--- src/rtl/irq_tier_ctrl.sv ---
module irq_tier_ctrl #(
  parameter int N_IRQ = 16,
  localparam int LW = (N_IRQ + 1) / 2,
  localparam int VW = $clog2(N_IRQ + 2)
) (
  input  logic             clk,
  input  logic             rst_n,
  input  logic             nmi_req,
  input  logic             brk_req,
  input  logic [N_IRQ-1:0] irq_in,
  input  logic [N_IRQ-1:0] irq_en,
  input  logic             lvl_we,
  input  logic [LW-1:0]    lvl_wdata,
  input  logic             msk_we,
  input  logic             msk_i_wdata,
  input  logic             msk_ui_wdata,
  input  logic             irq_ack,
  output logic             irq_req,
  output logic [VW-1:0]    irq_vec,
  output logic             mask_i,
  output logic             mask_ui
);

  logic [LW-1:0]    lvl_q;
  logic [N_IRQ-1:0] src_lvl;
  logic [N_IRQ-1:0] ok1, ok0;
  logic [VW-1:0]    f1, f0, sel;
  logic             hit, req_q, mi_q, mui_q;
  logic [VW-1:0]    vec_q;

  for (genvar g = 0; g < N_IRQ; g++) begin : g_lvl
    assign src_lvl[g] = lvl_q[g/2];
  end

  assign ok1 = irq_in & irq_en & src_lvl  & {N_IRQ{~(mi_q & mui_q)}};
  assign ok0 = irq_in & irq_en & ~src_lvl & {N_IRQ{~mi_q}};

  always_comb begin
    f1 = '0;
    f0 = '0;
    for (int i = N_IRQ - 1; i >= 0; i--) begin
      if (ok1[i]) f1 = VW'(i);
      if (ok0[i]) f0 = VW'(i);
    end
    hit = 1'b1;
    if (nmi_req)      sel = '0;
    else if (|ok1)    sel = f1 + VW'(2);
    else if (brk_req) sel = VW'(1);
    else if (|ok0)    sel = f0 + VW'(2);
    else begin
      sel = '0;
      hit = 1'b0;
    end
  end

  always_ff @(posedge clk) begin
    if (!rst_n) begin
      req_q <= 1'b0;
      vec_q <= '0;
      mi_q  <= 1'b1;
      mui_q <= 1'b0;
      lvl_q <= '0;
    end else begin
      if (lvl_we) lvl_q <= lvl_wdata;
      if (req_q && irq_ack) begin
        req_q <= 1'b0;
        mi_q  <= 1'b1;
        mui_q <= 1'b1;
      end else begin
        if (msk_we) begin
          mi_q  <= msk_i_wdata;
          mui_q <= msk_ui_wdata;
        end
        if (!req_q && hit) begin
          req_q <= 1'b1;
          vec_q <= sel;
        end
      end
    end
  end

  assign irq_req = req_q;
  assign irq_vec = vec_q;
  assign mask_i  = mi_q;
  assign mask_ui = mui_q;

  p_hold_r8: assert property (@(posedge clk) disable iff (!rst_n)
    req_q && !irq_ack |=> req_q && $stable(vec_q));

  p_accept_mask_r9: assert property (@(posedge clk) disable iff (!rst_n)
    req_q && irq_ack |=> mi_q && mui_q && !req_q);

  p_nmi_first_r6: assert property (@(posedge clk) disable iff (!rst_n)
    !req_q && nmi_req |=> req_q && vec_q == '0);

  p_full_mask_r5: assert property (@(posedge clk) disable iff (!rst_n)
    $rose(req_q) && $past(mi_q && mui_q) |-> vec_q <= VW'(1));

  p_lvl0_blocked_r3: assert property (@(posedge clk) disable iff (!rst_n)
    !req_q && !nmi_req && !brk_req && mi_q && !(|(irq_in & irq_en & src_lvl))
    |=> !req_q);

endmodule

--- config.mk ---
export PLATFORM = sky130hd
export DESIGN_NAME = irq_tier_ctrl
export DESIGN_NICKNAME = d
export VERILOG_FILES = /design/src/rtl/irq_tier_ctrl.sv
export SDC_FILE = /design/constraint.sdc
export NUM_CORES = 1
export LEC_CHECK = 0
export BUFFER_PORTS_ARGS = -buffer_cell sky130_fd_sc_hd__buf_2
export CAP_MARGIN = 0
export CELL_PAD_IN_SITES_DETAIL_PLACEMENT = 1
export CELL_PAD_IN_SITES_GLOBAL_PLACEMENT = 1
export CORE_UTILIZATION = 31
export CTS_BUF_LIST = sky130_fd_sc_hd__clkbuf_16
export CTS_CLUSTER_SIZE = 40
export DETAILED_ROUTE_END_ITERATION = 12
export PLACE_DENSITY = 0.82
export SYNTH_ARGS = -nofsm -noshare
export SYNTH_HDL_FRONTEND = slang
export SYNTH_SLANG_ARGS = --single-unit
--- constraint.sdc ---
create_clock -name clk -period 2.2 [get_ports clk]
set_clock_uncertainty 0.15 [all_clocks]
set_input_delay 0.22 -clock clk [delete_from_list [all_inputs] [get_ports clk]]
set_output_delay 0.22 -clock clk [all_outputs]
set_load 0.03 [all_outputs]
# [Word level (Yosys, flattened, before mapping)]
# Cells that the tools add are included.
[totals] in_bits=49 reg_bits=16
[classes] reduce_logical=8 n_addsub=2 mux=42 bitwise_logic=11
[ops] cell="5-bit two-way mux" count=34
[ops] cell="16-bit AND" count=5
[ops] cell="16-bit OR reduction" count=2
[ops] cell="16-bit inverter" count=1
[ops] cell="5-bit by 2-bit adder with 5-bit output (second input constant)" count=2
[ops] cell="4-bit two-way mux" count=2
[ops] cell="1-bit two-way mux" count=6
[ops] cell="1-bit inverter" count=4
[ops] cell="1-bit logical AND" count=2
[ops] cell="2-bit AND reduction" count=1
[ops] cell="2-bit nonzero test" count=1
[ops] cell="2-bit OR reduction" count=1
[ops] cell="1-bit AND" count=1
[ops] cell="1-bit logical NOT" count=1

# [Logic depth before layout (Yosys ltp)]
# Gate-level depths: netlist of run 1.
[depth] ltp_word=24 depth_mapped=9 ltp_nobuf=9

# [Worst setup path after synthesis of run 1]
# No wires, ideal clock.
[synth_timing] kind="register -> register" start="reg mi_q (netlist: mask_i)" end="reg vec_q[3] (netlist: irq_vec[3])" path_buffers=0 arrival_ns=2.000 synth_period_minus_slack_ns=2.274 path_stages_with_launch=9 setup_ns=0.124 slack_ns=-0.074 path_cell_list="dfxtp_1 -> nor2_1 -> a2111oi_2 -> a211oi_1 -> o22a_1 -> ha_1 -> xnor2_1 -> a221oi_1 -> o21ai_0"
[synth_between] elab_chain_cells=23 word_cells_on_any_way=51
[synth_rtl] element="start, declared" line="28" rtl="logic hit, req_q, mi_q, mui_q;"
[synth_rtl] element="start signal, assigned" line="71" rtl="mi_q <= msk_i_wdata;"
[synth_rtl] element="1-bit inverter" line="36" rtl="assign ok0 = irq_in & irq_en & ~src_lvl & {N_IRQ{~mi_q}};"
[synth_rtl] element="16-bit AND" line="36"
[synth_rtl] element="4-bit two-way mux" line="43" rtl="if (ok0[i]) f0 = VW'(i);"
[synth_rtl] element="5-bit two-way mux (15 in series)" line="43"
[synth_rtl] element="5-bit by 2-bit adder with 5-bit output" line="49" rtl="else if (|ok0) sel = f0 + VW'(2);"
[synth_rtl] element="5-bit two-way mux" line="49"
[synth_rtl] element="5-bit two-way mux" line="48" rtl="else if (brk_req) sel = VW'(1);"
[synth_rtl] element="5-bit two-way mux" line="47" rtl="else if (|ok1) sel = f1 + VW'(2);"
[synth_rtl] element="5-bit two-way mux" line="46" rtl="if (nmi_req) sel = '0;"
[synth_rtl] element="end signal, assigned" line="76" rtl="vec_q <= sel;"
[synth_rtl] element="end, declared" line="29" rtl="logic [VW-1:0] vec_q;"
# Parallel ways exist; a longest one is shown, timed or not.
# A chain may end at the register's enable or synchronous reset.

# [Worst setup path in the final report of run 1]
# Ends and elaborated chain as after synthesis.

==> results of run 1 <==
registers in the layout, summed over array words and instances (netlist names):
name     flops
mask_i       1
lvl_q        8
irq_vec      5
mask_ui      1
irq_req      1
report_power, final:
| group | switching [mW] | total (mW) | internal (mW) |
|---|---|---|---|
| sequential | 0.0244 | 0.333 | 0.309 |
| combinational | 0.204 | 0.379 | 0.175 |
| clock | 0.107 | 0.345 | 0.238 |
cells in the mapped netlist, types with 3 or more instances:
library cell	instances	share of area (%)
nand2_1	21	5.4
dfxtp_1	16	22
a22oi_1	11	5.6
nor2_1	11	2.8
mux2i_1	10	6.8
nor2b_1	8	3.4
nand3_1	6	2.0
a21oi_1	5	1.7
and2_1	5	2.1
inv_1	5	1.3
a22o_1	4	2.4
a211oi_1	3	1.5
a22oi_2	3	2.6
clkbuf_1	3	0.77
nand3b_1	3	1.5
nor3_1	3	1.0
o21ai_0	3	1.0
final timing paths:
kind,startpoint,endpoint,slack [ns]
worst max-delay path,mask_i,irq_vec[3],0.11
worst min-delay path,msk_i_wdata,mask_i,0.06
worst max register to register,mask_i,irq_vec[3],0.11
worst min register to register,irq_vec[4],irq_vec[4],0.31
area by class of cell:
type                       count  share of cell area, %
multi-input combinational    149                   56.5
timing repair buffer          70                   19.2
sequential                    16                   16.2
clock buffer                   3                   3.73
tap                           52                   3.24
inverter                       6                   1.12
per-stage QoR:
| stage | power [mW] | cells | instance area [um2] | setup slack [ns] | TNS, ns |
|---|---|---|---|---|---|
| 2_1_floorplan | 0.556 | 176 | 1470 | 0.0915 | 0 |
| 3_3_place_gp | 0.688 | 293 | 1900 | -0.0329 | -0.0329 |
| 3_5_place_dp | 0.698 | 293 | 1900 | -0.0956 | -0.123 |
| 4_1_cts | 1.05 | 296 | 1980 | 0.0175 | 0 |
| 5_1_grt | 1.12 | 296 | 2010 | -0.00385 | -0.00385 |
| 6_report | 1.06 | 296 | 2010 | 0.113 | 0 |
critical path: cells and delay by family, from the launching register on:
kind | cells | cell delay, ns
compound gates | 5 | 0.97
xor+xnor | 1 | 0.14
fa+ha+maj | 1 | 0.22
flops | 1 | 0.41
simple gates | 1 | 0.08
logic make-up (layout without fill, tap and decap cells):
family                     Yosys count  in the layout  synth area share, %
AOI/OAI and AO/OA                   64             64                 38.8
adders and majority gates            2              2                 1.70
DFF                                 16             16                 21.8
xor gates and xnor gates             1              1                0.596
muxes                               10             10                 6.81
and+or+nand+nor                     72             72                 27.1
buffers and inverters               11             79                 3.15
what timing repair did:
action	in CTS	in global routing
gates resized for setup	2	11
gates cloned	0	0
pin swaps	0	1
buffers inserted	0	0
setup endpoints to repair	1	2
routing by layer:
layer	wire length, um	vias up	track usage [%]	share of wire, %
met1	2280	808	25.6	48
met4	85	0	6.00	1.8
met5	0	-	0	0
li1	-	827	-	-
met3	176	8	1.71	3.7
met2	2170	49	32.8	46
==> reports/qor.csv, run 1 <==
stage,metric,value,unit
floorplanning,Core Footprint,4440,um2
floorplanning,Initial Utilization,33.1,%
cells_and_area,Fillers,576,
cells_and_area,most frequent cells in the layout,"56 x buf_2, 21 x nand2_1, 14 x buf_4, 13 x dfxtp_1",
global_route,Congestion Overflow GR,0,
power_and_ir_drop,Worst IR Drop VDD,281,uV
cts,CTS sink cnt,16,
power_and_ir_drop,PD cells,526,nW/um2
logic_synthesis,Post-Syn Nets,227,
logic_synthesis,synthesized flop and latch total,16,
floorplanning,Die Height,70.8,um
global_route,pin count of the biggest net entering global routing,15,
run_status,status,completed,
cells_and_area,antenna cells,0,
setup_path,CP max FO,9,
cts,hold buffers post-CTS,0,
route,Avg WL per Cell,15.9,um
global_route,GRT Total Usage,19.2,%
setup_path,CP max stage delay,0.41,ns
sta,Tcrit/Tclk final,94.8,%
cts,CTS Buffer Depth,2,
cells_and_area,area delta synth->final,36.9,%
logic_synthesis,Post-Syn Area per Cell,8.35,um2
global_route,first-pass GRT wire length,7730,um
cts,H-tree levels,1,
hold_path,worst hold stages,3,
setup_path,endpoint type of the worst setup path,register,
cells_and_area,Register Area,327,um2
route,Vias,1692,
route,Remaining DRCs,0,
power_and_ir_drop,leakage,0.875,nW
setup_path,CP arrival,2.07,ns
setup_path,"Slowest-stage cell, CP",dfxtp_4,
setup_path,"Req. time, crit path",2.18,ns
cts,clock latency on the worst-skew pair,0.24,ns
place,Final Wtd Congestion,0.844,
cells_and_area,nets,297,
logic_synthesis,post-synthesis sequential area ratio,21.8,%
floorplanning,row count,24,
cells_and_area,utilization after layout,45.2,%
sta,Final Hold Violating Endpoints,0,
cells_and_area,"most common cell after layout, fill and taps aside",buf_2,
floorplanning,# IOs,57,
floorplanning,die area,5020,um2
route,drt initial violations,76,
route,TritonRoute pass-1 iters,6,
setup_path,Worst setup SP type,register,
job,MaxCap Viol Count,0,
sta,final hold slack,0.0644,ns
logic_synthesis,asr flop ratio synth,0,%
logic_synthesis,Post-synth EDFFs,0,
global_route,antenna violations before repair,0,
cells_and_area,multi-input logic area,1140,um2
setup_path,path type of the worst setup path,reg -> reg,
sta,final setup fails,0,
setup_path,worst r2r path cells,8,
logic_synthesis,Synth Flop Type,dfxtp_1,
cells_and_area,layout cells sized above 1,42.2,%
cts,"Reg clk slew, reported paths",0.05,ns
logic_synthesis,Mapped Area,1470,um2
sta,fin crit period,2.09,ns
cts,CTS tree,built,
sta,worst slew pin tran,0.413,ns
logic_synthesis,Mapped Cells,176,
hold_path,HP Class,in -> reg,
cts,CTS root buf,clkbuf_16,
route,DR vias/cell,5.72,
place,HPWL Detailed,3760,um
logic_synthesis,Synth cell types,61,
floorplanning,Horiz. Die Dim,70.8,um
logic_synthesis,yosys synthesis warning count,0,
place,IO Port Bufs,56,
sta,slew margin rel.,72.5,%
sta,Slew Limit Fails,0,
setup_path,crit-path cells,nor2_2 > a2111oi_2 > a211oi_2 > o22a_1 > ha_1 > xnor2_1 > a221oi_2 > o21ai_0,
cts,CTS buffer count,3,
route,routed wire length,4710,um
global_route,number of global-route vias before repair,1704,
sta,FMAX,479,MHz
route,antenna-violating nets left,0,
Power figures use the tool's default switching activity.
==> inputs of run 2 (changes only) <==
--- a/config.mk
+++ b/config.mk
@@ -5,15 +5,16 @@
 export SDC_FILE = /design/constraint.sdc
 export NUM_CORES = 1
 export LEC_CHECK = 0
+export ABC_AREA = 1
 export BUFFER_PORTS_ARGS = -buffer_cell sky130_fd_sc_hd__buf_2
 export CAP_MARGIN = 0
 export CELL_PAD_IN_SITES_DETAIL_PLACEMENT = 1
 export CELL_PAD_IN_SITES_GLOBAL_PLACEMENT = 1
-export CORE_UTILIZATION = 31
+export CORE_UTILIZATION = 28
 export CTS_BUF_LIST = sky130_fd_sc_hd__clkbuf_16
 export CTS_CLUSTER_SIZE = 40
 export DETAILED_ROUTE_END_ITERATION = 12
-export PLACE_DENSITY = 0.82
+export PLACE_DENSITY = 0.84
 export SYNTH_ARGS = -nofsm -noshare
 export SYNTH_HDL_FRONTEND = slang
 export SYNTH_SLANG_ARGS = --single-unit
==> reports/qor.csv, run 2 <==
stage,metric,value,unit,change
sta,final worst slack,-0.136,ns,was 0.113 ns
floorplanning,row count,25,,was 24
sta,FMAX,428,MHz,was 479 MHz
route,drt initial violations,57,,was 76
power_and_ir_drop,Flop pwr share,29.4,%,was 31.5%
cts,CTS tree,built,,unchanged
logic_synthesis,Post-Synth Adder-Cell Area,1.82,%,was 1.70%
cells_and_area,largest reg by FF count,lvl_q,,unchanged
place,HPWL Detailed,3690,um,was 3760 um
power_and_ir_drop,switching fraction of total power,36.6,%,was 31.7%
job,MaxCap Viol Count,0,,unchanged
floorplanning,Initial Utilization,29.1,%,was 33.1%
cells_and_area,"most common cell after layout, fill and taps aside",nand2_1,,was buf_2
setup_path,CP max stage delay,0.45,ns,was 0.41 ns
power_and_ir_drop,internal power,0.742,mW,was 0.722 mW
sta,Tcrit/Tclk final,106,%,was 94.8%
route,Vias,1928,,was 1692
logic_synthesis,post-synthesis sequential area ratio,23.3,%,was 21.8%
cells_and_area,area delta synth->final,53.3,%,was 36.9%
sta,unrepaired setup endpoints after global routing,true,,
global_route,first-pass GRT wire length,9220,um,was 7730 um
cells_and_area,most frequent cells in the layout,"68 x nand2_1, 56 x buf_2, 45 x inv_1, 18 x buf_4, 16 x a21oi_1",,"was 56 x buf_2, 21 x nand2_1, 14 x buf_4, 13 x dfxtp_1"
route,DR vias/cell,4.89,,was 5.72
setup_path,endpoint type of the worst setup path,register,,unchanged
setup_path,CP arrival,2.32,ns,was 2.07 ns
cells_and_area,Fillers,655,,was 576
logic_synthesis,Post-Syn Nets,301,,was 227
sta,final hold slack,0.0394,ns,was 0.0644 ns
route,antenna-violating nets left,0,,unchanged
cells_and_area,Register Area,327,um2,unchanged
sta,fin crit period,2.34,ns,was 2.09 ns
route,Remaining DRCs,0,,unchanged
power_and_ir_drop,leakage,1.10,nW,was 0.875 nW
cts,CTS buffer count,3,,unchanged
run_status,failing checks,setup timing,,
floorplanning,Horiz. Die Dim,72.1,um,was 70.8 um
cts,CTS sink cnt,16,,unchanged
power_and_ir_drop,PD cells,555,nW/um2,was 526 nW/um2
sta,Final Hold Violating Endpoints,0,,unchanged
setup_path,path type of the worst setup path,reg -> reg,,unchanged
setup_path,Buf/Inv on CP,4,,was 0
logic_synthesis,Simple-Gate Fraction of Synth Area,43.9,%,was 27.1%
logic_synthesis,XOR/XNOR share of the synthesized area,0.636,%,was 0.596%
power_and_ir_drop,Clk pwr share,31.8,%,was 32.6%
global_route,GRT Total Usage,23.0,%,was 19.2%
setup_path,CP top delay family,simple AND/OR/NAND/NOR gates,,was compound AO/OA/AOI/OAI gates
run_status,status,finished with violations,,was completed
global_route,number of global-route vias before repair,2047,,was 1704
logic_synthesis,Post-Syn Area per Cell,5.51,um2,was 8.35 um2
cells_and_area,nets,379,,was 297
cts,CTS root buf,clkbuf_16,,unchanged
cts,"Reg clk slew, reported paths",0.05,ns,about the same
logic_synthesis,Mapped Area,1380,um2,was 1470 um2
logic_synthesis,Post-synth EDFFs,0,,unchanged
logic_synthesis,synthesized flop and latch total,16,,unchanged
power_and_ir_drop,Worst IR Drop VDD,246,uV,was 281 uV
logic_synthesis,"area leader, netlist",dfxtp_1,,unchanged
global_route,pin count of the biggest net entering global routing,17,,was 15
setup_path,"Slowest-stage cell, CP",dfxtp_4,,unchanged
logic_synthesis,yosys synthesis warning count,0,,unchanged
logic_synthesis,Synth Area in Compound Gates,14.5,%,was 38.8%
logic_synthesis,largest family of logic cells by synthesized area,simple AND/OR/NAND/NOR gates,,was compound AO/OA/AOI/OAI gates
sta,slew margin rel.,67.5,%,was 72.5%
global_route,antenna violations before repair,0,,unchanged
logic_synthesis,Synth Flop Type,dfxtp_1,,unchanged
cells_and_area,antenna cells,0,,unchanged
hold_path,HP Class,in -> reg,,unchanged
route,Avg WL per Cell,14.1,um,was 15.9 um
logic_synthesis,asr flop ratio synth,0,%,unchanged
cts,CTS Buffer Depth,2,,unchanged
floorplanning,# IOs,57,,unchanged
place,Placement Cell Area,1800,um2,was 1900 um2
power_and_ir_drop,combinational share of power,38.8,%,was 35.8%
sta,final setup fails,6,,was 0
route,routed wire length,5570,um,was 4710 um
floorplanning,Die Height,72.1,um,was 70.8 um
logic_synthesis,most common cell in the netlist,nand2_1,,unchanged
cells_and_area,max FFs per register,8,,unchanged
place,IO Port Bufs,56,,unchanged
route,TritonRoute pass-1 iters,4,,was 6
sta,setup tns final,-0.569,ns,was 0 ns
setup_path,"Req. time, crit path",2.18,ns,about the same
logic_synthesis,Synth cell types,27,,was 61
power_and_ir_drop,net switching power figure,0.429,mW,was 0.336 mW
logic_synthesis,ranking of synthesized cells by area,"dfxtp_1 23%, nand2_1 20%, inv_1 13%, nor3_1 8.7%, a21oi_1 6.2%",,"was dfxtp_1 22%, mux2i_1 6.8%, a22oi_1 5.6%, nand2_1 5.4%, nor2b_1 3.4%"
cells_and_area,multi-input logic area,980,um2,was 1140 um2
logic_synthesis,Synth top cells by count,"72 x nand2_1, 48 x inv_1, 24 x nor3_1",,"was 21 x nand2_1, 16 x dfxtp_1, 11 x a22oi_1, 11 x nor2_1, 10 x mux2i_1"
power_and_ir_drop,Pwr Total,1.17,mW,was 1.06 mW
logic_synthesis,Mapped Cells,250,,was 176
floorplanning,Core Footprint,4720,um2,was 4440 um2
global_route,Congestion Overflow GR,0,,unchanged
setup_path,CP max FO,8,,was 9
cells_and_area,layout cells sized above 1,37.9,%,was 42.2%
logic_synthesis,top cell type's share of synthesized area,23.3,%,was 21.8%
sta,worst slew pin tran,0.487,ns,was 0.413 ns
sta,Slew Limit Fails,0,,unchanged
cts,clock latency on the worst-skew pair,0.25,ns,was 0.24 ns
cts,H-tree levels,1,,unchanged
setup_path,crit-path cells,nand2_4 > inv_6 > buf_6 > nor3_2 > nor2_1 > nand2_1 > nor2_2 > inv_2 > nor2_4 > nand2_2 > nor3_4 > nor2_4 > nand2_2 > inv_1 > nand3_1 > a21oi_1,,was nor2_2 > a2111oi_2 > a211oi_2 > o22a_1 > ha_1 > xnor2_1 > a221oi_2 > o21ai_0
setup_path,Worst setup SP type,register,,unchanged
floorplanning,die area,5200,um2,was 5020 um2
cells_and_area,post-route cell area,2110,um2,was 2010 um2
place,Final Wtd Congestion,0.804,,was 0.844
logic_synthesis,mux cell area share after synthesis,0,%,was 6.81%
cells_and_area,utilization after layout,44.7,%,was 45.2%
==> run 2: kinds of logic (layout without fill, tap and decap cells) <==
| logic type | count (synthesis) | count (layout) |
|---|---|---|
| AOI/OAI and AO/OA | 37 | 37 |
| adders and majority gates | 2 | 2 |
| buffers and inverters | 55 | 132 |
| and+or+nand+nor | 139 | 139 |
| DFF | 16 | 16 |
| xor gates and xnor gates | 1 | 1 |
==> run 2: worst reg2reg max path, cell delays in order (launching register included) <==
cell and delay [ns]:
dfxtp_4 0.45, nand2_4 0.12, inv_6 0.09, buf_6 0.11, nor3_2 0.04, nor2_1 0.15, nand2_1 0.12, nor2_2 0.14
inv_2 0.06, nor2_4 0.11, nand2_2 0.08, nor3_4 0.21, nor2_4 0.08, nand2_2 0.08, inv_1 0.07, nand3_1 0.09
a21oi_1 0.06
==> run 2: metrics by stage <==
stage	cells	setup slack [ns]
floorplan	250	0.0683
global placement	378	-0.143
detailed placement	378	-0.201
CTS	391	-0.0281
global route	394	-0.281
finish	394	-0.136
==> run 2: area by class of cell <==
cell class / count / share of cell area, %
Clock buffer: 3 / 3.56
Clock inverter: 1 / 0.178
Inverter: 51 / 9.43
Tap cell: 67 / 3.97
Timing Repair inverter: 1 / 0.178
Timing Repair Buffer: 76 / 20.8
Sequential cell: 16 / 15.5
Multi-Input combinational cell: 179 / 46.4
==> run 2: worst paths after layout <==
| kind | startpoint | endpoint | slack [ns] | depth (start not counted) |
|---|---|---|---|---|
| setup / recovery | mask_i | irq_vec[0] | -0.14 | 16 |
| hold reg to reg | irq_vec[1] | irq_vec[1] | 0.32 | 2 |
| setup reg to reg | mask_i | irq_vec[0] | -0.14 | 16 |
| hold / removal | msk_i_wdata | mask_i | 0.04 | 3 |
==> run 2: power by group through the flow <==
| stage | Sequential (mW) | Combinational, mW | Clock (mW) |
|---|---|---|---|
| floorplan | 0.366 | 0.205 | 0 |
| global placement | 0.341 | 0.357 | 0 |
| detailed placement | 0.342 | 0.368 | 0 |
| CTS | 0.341 | 0.429 | 0.375 |
| global route | 0.348 | 0.503 | 0.388 |
| finish | 0.344 | 0.454 | 0.372 |
==> run 2: what timing repair did <==
action                     4_1_cts  5_1_grt
hold buffers                     0        0
pin swaps                       14       12
setup endpoints to repair        5        6
cloned                           1        0
buffers inserted                 8        3
resized for setup               32        9
==> run 2: metal layers <==
metal / part of all wire [%] / up-vias / global-route usage, % / wire length [um]
li1: - / 943 / - / -
met1: 40 / 908 / 25.2 / 2220
met2: 52 / 56 / 43.2 / 2890
met3: 3.6 / 21 / 2.92 / 203
met4: 4.4 / 0 / 11.8 / 246
met5: 0 / - / 0 / 0
==> inputs of run 3 (changes only) <==
==> constraint.sdc (replaced) <==
create_clock -name clk -period 2.2 [get_ports clk]
set_clock_uncertainty 0.15 [all_clocks]
set_input_delay 0 -clock clk [delete_from_list [all_inputs] [get_ports clk]]
set_output_delay 0 -clock clk [all_outputs]
set_load 0.03 [all_outputs]
==> reports/qor.csv, run 3 (synthesis results as in run 2) <==
stage,metric,value,unit,change
route,TritonRoute pass-1 iters,4,,unchanged
sta,fin crit period,2.47,ns,was 2.34 ns
global_route,antenna violations before repair,0,,unchanged
cells_and_area,multi-input logic area,1030,um2,was 980 um2
cells_and_area,nets,410,,was 379
setup_path,cell mode on critical path,buf_4,,
power_and_ir_drop,PD cells,523,nW/um2,was 555 nW/um2
sta,final setup fails,6,,unchanged
setup_path,Buf/Inv on CP,3,,was 4
floorplanning,Core Footprint,4720,um2,unchanged
sta,slew margin rel.,65.8,%,was 67.5%
global_route,first-pass GRT wire length,10000,um,was 9220 um
cells_and_area,max FFs per register,8,,unchanged
route,DR vias/cell,5.16,,was 4.89
cts,CTS tree,built,,unchanged
run_status,failing checks,setup timing,,unchanged
sta,setup tns final,-1.39,ns,was -0.569 ns
cts,clock latency on the worst-skew pair,0.26,ns,was 0.25 ns
cells_and_area,Register Area,328,um2,was 327 um2
sta,final worst slack,-0.271,ns,was -0.136 ns
setup_path,endpoint type of the worst setup path,register,,unchanged
hold_path,HP Class,in -> reg,,unchanged
floorplanning,Initial Utilization,29.1,%,unchanged
cts,H-tree levels,1,,unchanged
cts,CTS buffer count,3,,unchanged
setup_path,CP arrival,2.51,ns,was 2.32 ns
run_status,status,finished with violations,,unchanged
power_and_ir_drop,Pwr Total,1.29,mW,was 1.17 mW
cells_and_area,Fillers,636,,was 655
route,Avg WL per Cell,16.9,um,was 14.1 um
global_route,pin count of the biggest net entering global routing,17,,unchanged
setup_path,CP max FO,8,,unchanged
setup_path,CP max stage delay,0.49,ns,was 0.45 ns
setup_path,CP top delay family,simple AND/OR/NAND/NOR gates,,unchanged
cells_and_area,area delta synth->final,78.6,%,was 53.3%
floorplanning,row count,25,,unchanged
setup_path,"Slowest-stage cell, CP",dfxtp_4,,unchanged
setup_path,crit-path cells,nand2_8 > nand3_1 > and2_4 > a31oi_2 > o21ai_2 > nand2_1 > a21boi_2 > buf_4 > buf_4 > buf_4 > nand3_1 > o21ai_1 > nand2_1 > a21oi_1,,was nand2_4 > inv_6 > buf_6 > nor3_2 > nor2_1 > nand2_1 > nor2_2 > inv_2 > nor2_4 > nand2_2 > nor3_4 > nor2_4 > nand2_2 > inv_1 > nand3_1 > a21oi_1
cells_and_area,"most common cell after layout, fill and taps aside",nand2_1,,unchanged
power_and_ir_drop,leakage,1.22,nW,was 1.10 nW
route,drt initial violations,79,,was 57
cells_and_area,largest reg by FF count,lvl_q,,unchanged
sta,Final Hold Violating Endpoints,0,,unchanged
global_route,GRT Total Usage,25.1,%,was 23.0%
floorplanning,Horiz. Die Dim,72.1,um,unchanged
cells_and_area,utilization after layout,52.1,%,was 44.7%
floorplanning,die area,5200,um2,unchanged
cells_and_area,antenna cells,0,,unchanged
place,dpl cells,378,,unchanged
place,HPWL Detailed,3690,um,unchanged
place,IO Port Bufs,56,,unchanged
setup_path,path type of the worst setup path,reg -> reg,,unchanged
cells_and_area,Post-Layout Cell Count,425,,was 394
route,Remaining DRCs,0,,unchanged
setup_path,"Req. time, crit path",2.23,ns,was 2.18 ns
floorplanning,# IOs,57,,unchanged
cts,CTS sink cnt,16,,unchanged
sta,worst slew pin tran,0.513,ns,was 0.487 ns
floorplanning,Die Height,72.1,um,unchanged
cts,"Reg clk slew, reported paths",0.06,ns,was 0.05 ns
global_route,Congestion Overflow GR,0,,unchanged
sta,Tcrit/Tclk final,112,%,was 106%
route,routed wire length,7180,um,was 5570 um
sta,unrepaired setup endpoints after global routing,true,,unchanged
route,Vias,2194,,was 1928
cells_and_area,most frequent cells in the layout,"68 x nand2_1, 56 x buf_2, 44 x inv_1, 25 x dlygate4sd3_1, 24 x buf_4",,"was 68 x nand2_1, 56 x buf_2, 45 x inv_1, 18 x buf_4, 16 x a21oi_1"
setup_path,Worst setup SP type,register,,unchanged
global_route,number of global-route vias before repair,2211,,was 2047
sta,Slew Limit Fails,0,,unchanged
power_and_ir_drop,Worst IR Drop VDD,266,uV,was 246 uV
job,MaxCap Viol Count,0,,unchanged
cells_and_area,layout cells sized above 1,39.1,%,was 37.9%
sta,FMAX,405,MHz,was 428 MHz
cts,CTS root buf,clkbuf_16,,unchanged
cts,CTS Buffer Depth,2,,unchanged
route,antenna-violating nets left,0,,unchanged
place,Final Wtd Congestion,0.804,,unchanged
-- run 3: cell types whose count changed in the layout (fill, tap and decap cells not counted), sizes merged --
cell	change
dlygate4sd3	+25
buf	+6
-- run 3: layout make-up --
cell class / instances / share of cell area, %
clock inverter: 1 / 0.153
tap: 67 / 3.41
inverter: 51 / 8.30
clock buffer: 3 / 3.05
sequential: 16 / 13.3
timing repair buffer: 107 / 29.8
multi-input combinational: 179 / 41.8
timing repair inverter: 1 / 0.153
-- run 3: per-layer routing --
metal	vias up	global-route usage, %	wire, um
met5	-	0	0
met4	0	11.1	313
met3	31	3.33	360
met2	89	49.3	3780
met1	1064	26.1	2730
li1	1010	-	-
-- run 3: power breakdown --
group	internal [mW]	switching, mW	leakage (nW)
Clock	0.242	0.138	0.0385
Sequential	0.316	0.0343	0.133
Combinational	0.238	0.319	1.05
-- run 3: worst min-delay path, cell delays in order --
cell	delay, ns
buf_2	0.08
inv_1	0.08
nand3_1	0.10
a21oi_1	0.05
o21ai_0	0.07
a21oi_1	0.07
-- run 3: stage by stage --
stage | worst slack (ns) | area, um2 | hold slack [ns]
after floorplan | 0.0683 | 1390 | -0.0327
after global placement | -0.143 | 1800 | 0.0662
after detailed placement | -0.201 | 1800 | 0.0771
after CTS | -0.0281 | 2310 | 0.0608
after global routing | -0.368 | 2460 | 0.129
final | -0.271 | 2460 | 0.0905
-- run 3: worst paths after layout --
check / start / endpoint / slack (ns) / depth (start not counted)
worst max-delay path: mask_i / irq_vec[4] / -0.27 / 14
worst min-delay path: brk_req / irq_vec[2] / 0.09 / 6
worst max register to register: mask_i / irq_vec[4] / -0.27 / 14
worst min register to register: irq_vec[1] / irq_vec[1] / 0.32 / 2
-- run 3: timing repair --
action	in CTS	in global routing
endpoints found under the hold margin	12	0
pin swaps	14	24
hold buffers	25	0
gates resized for setup	32	22
setup endpoints to repair	5	6
gates cloned	1	0
setup buffers	8	9
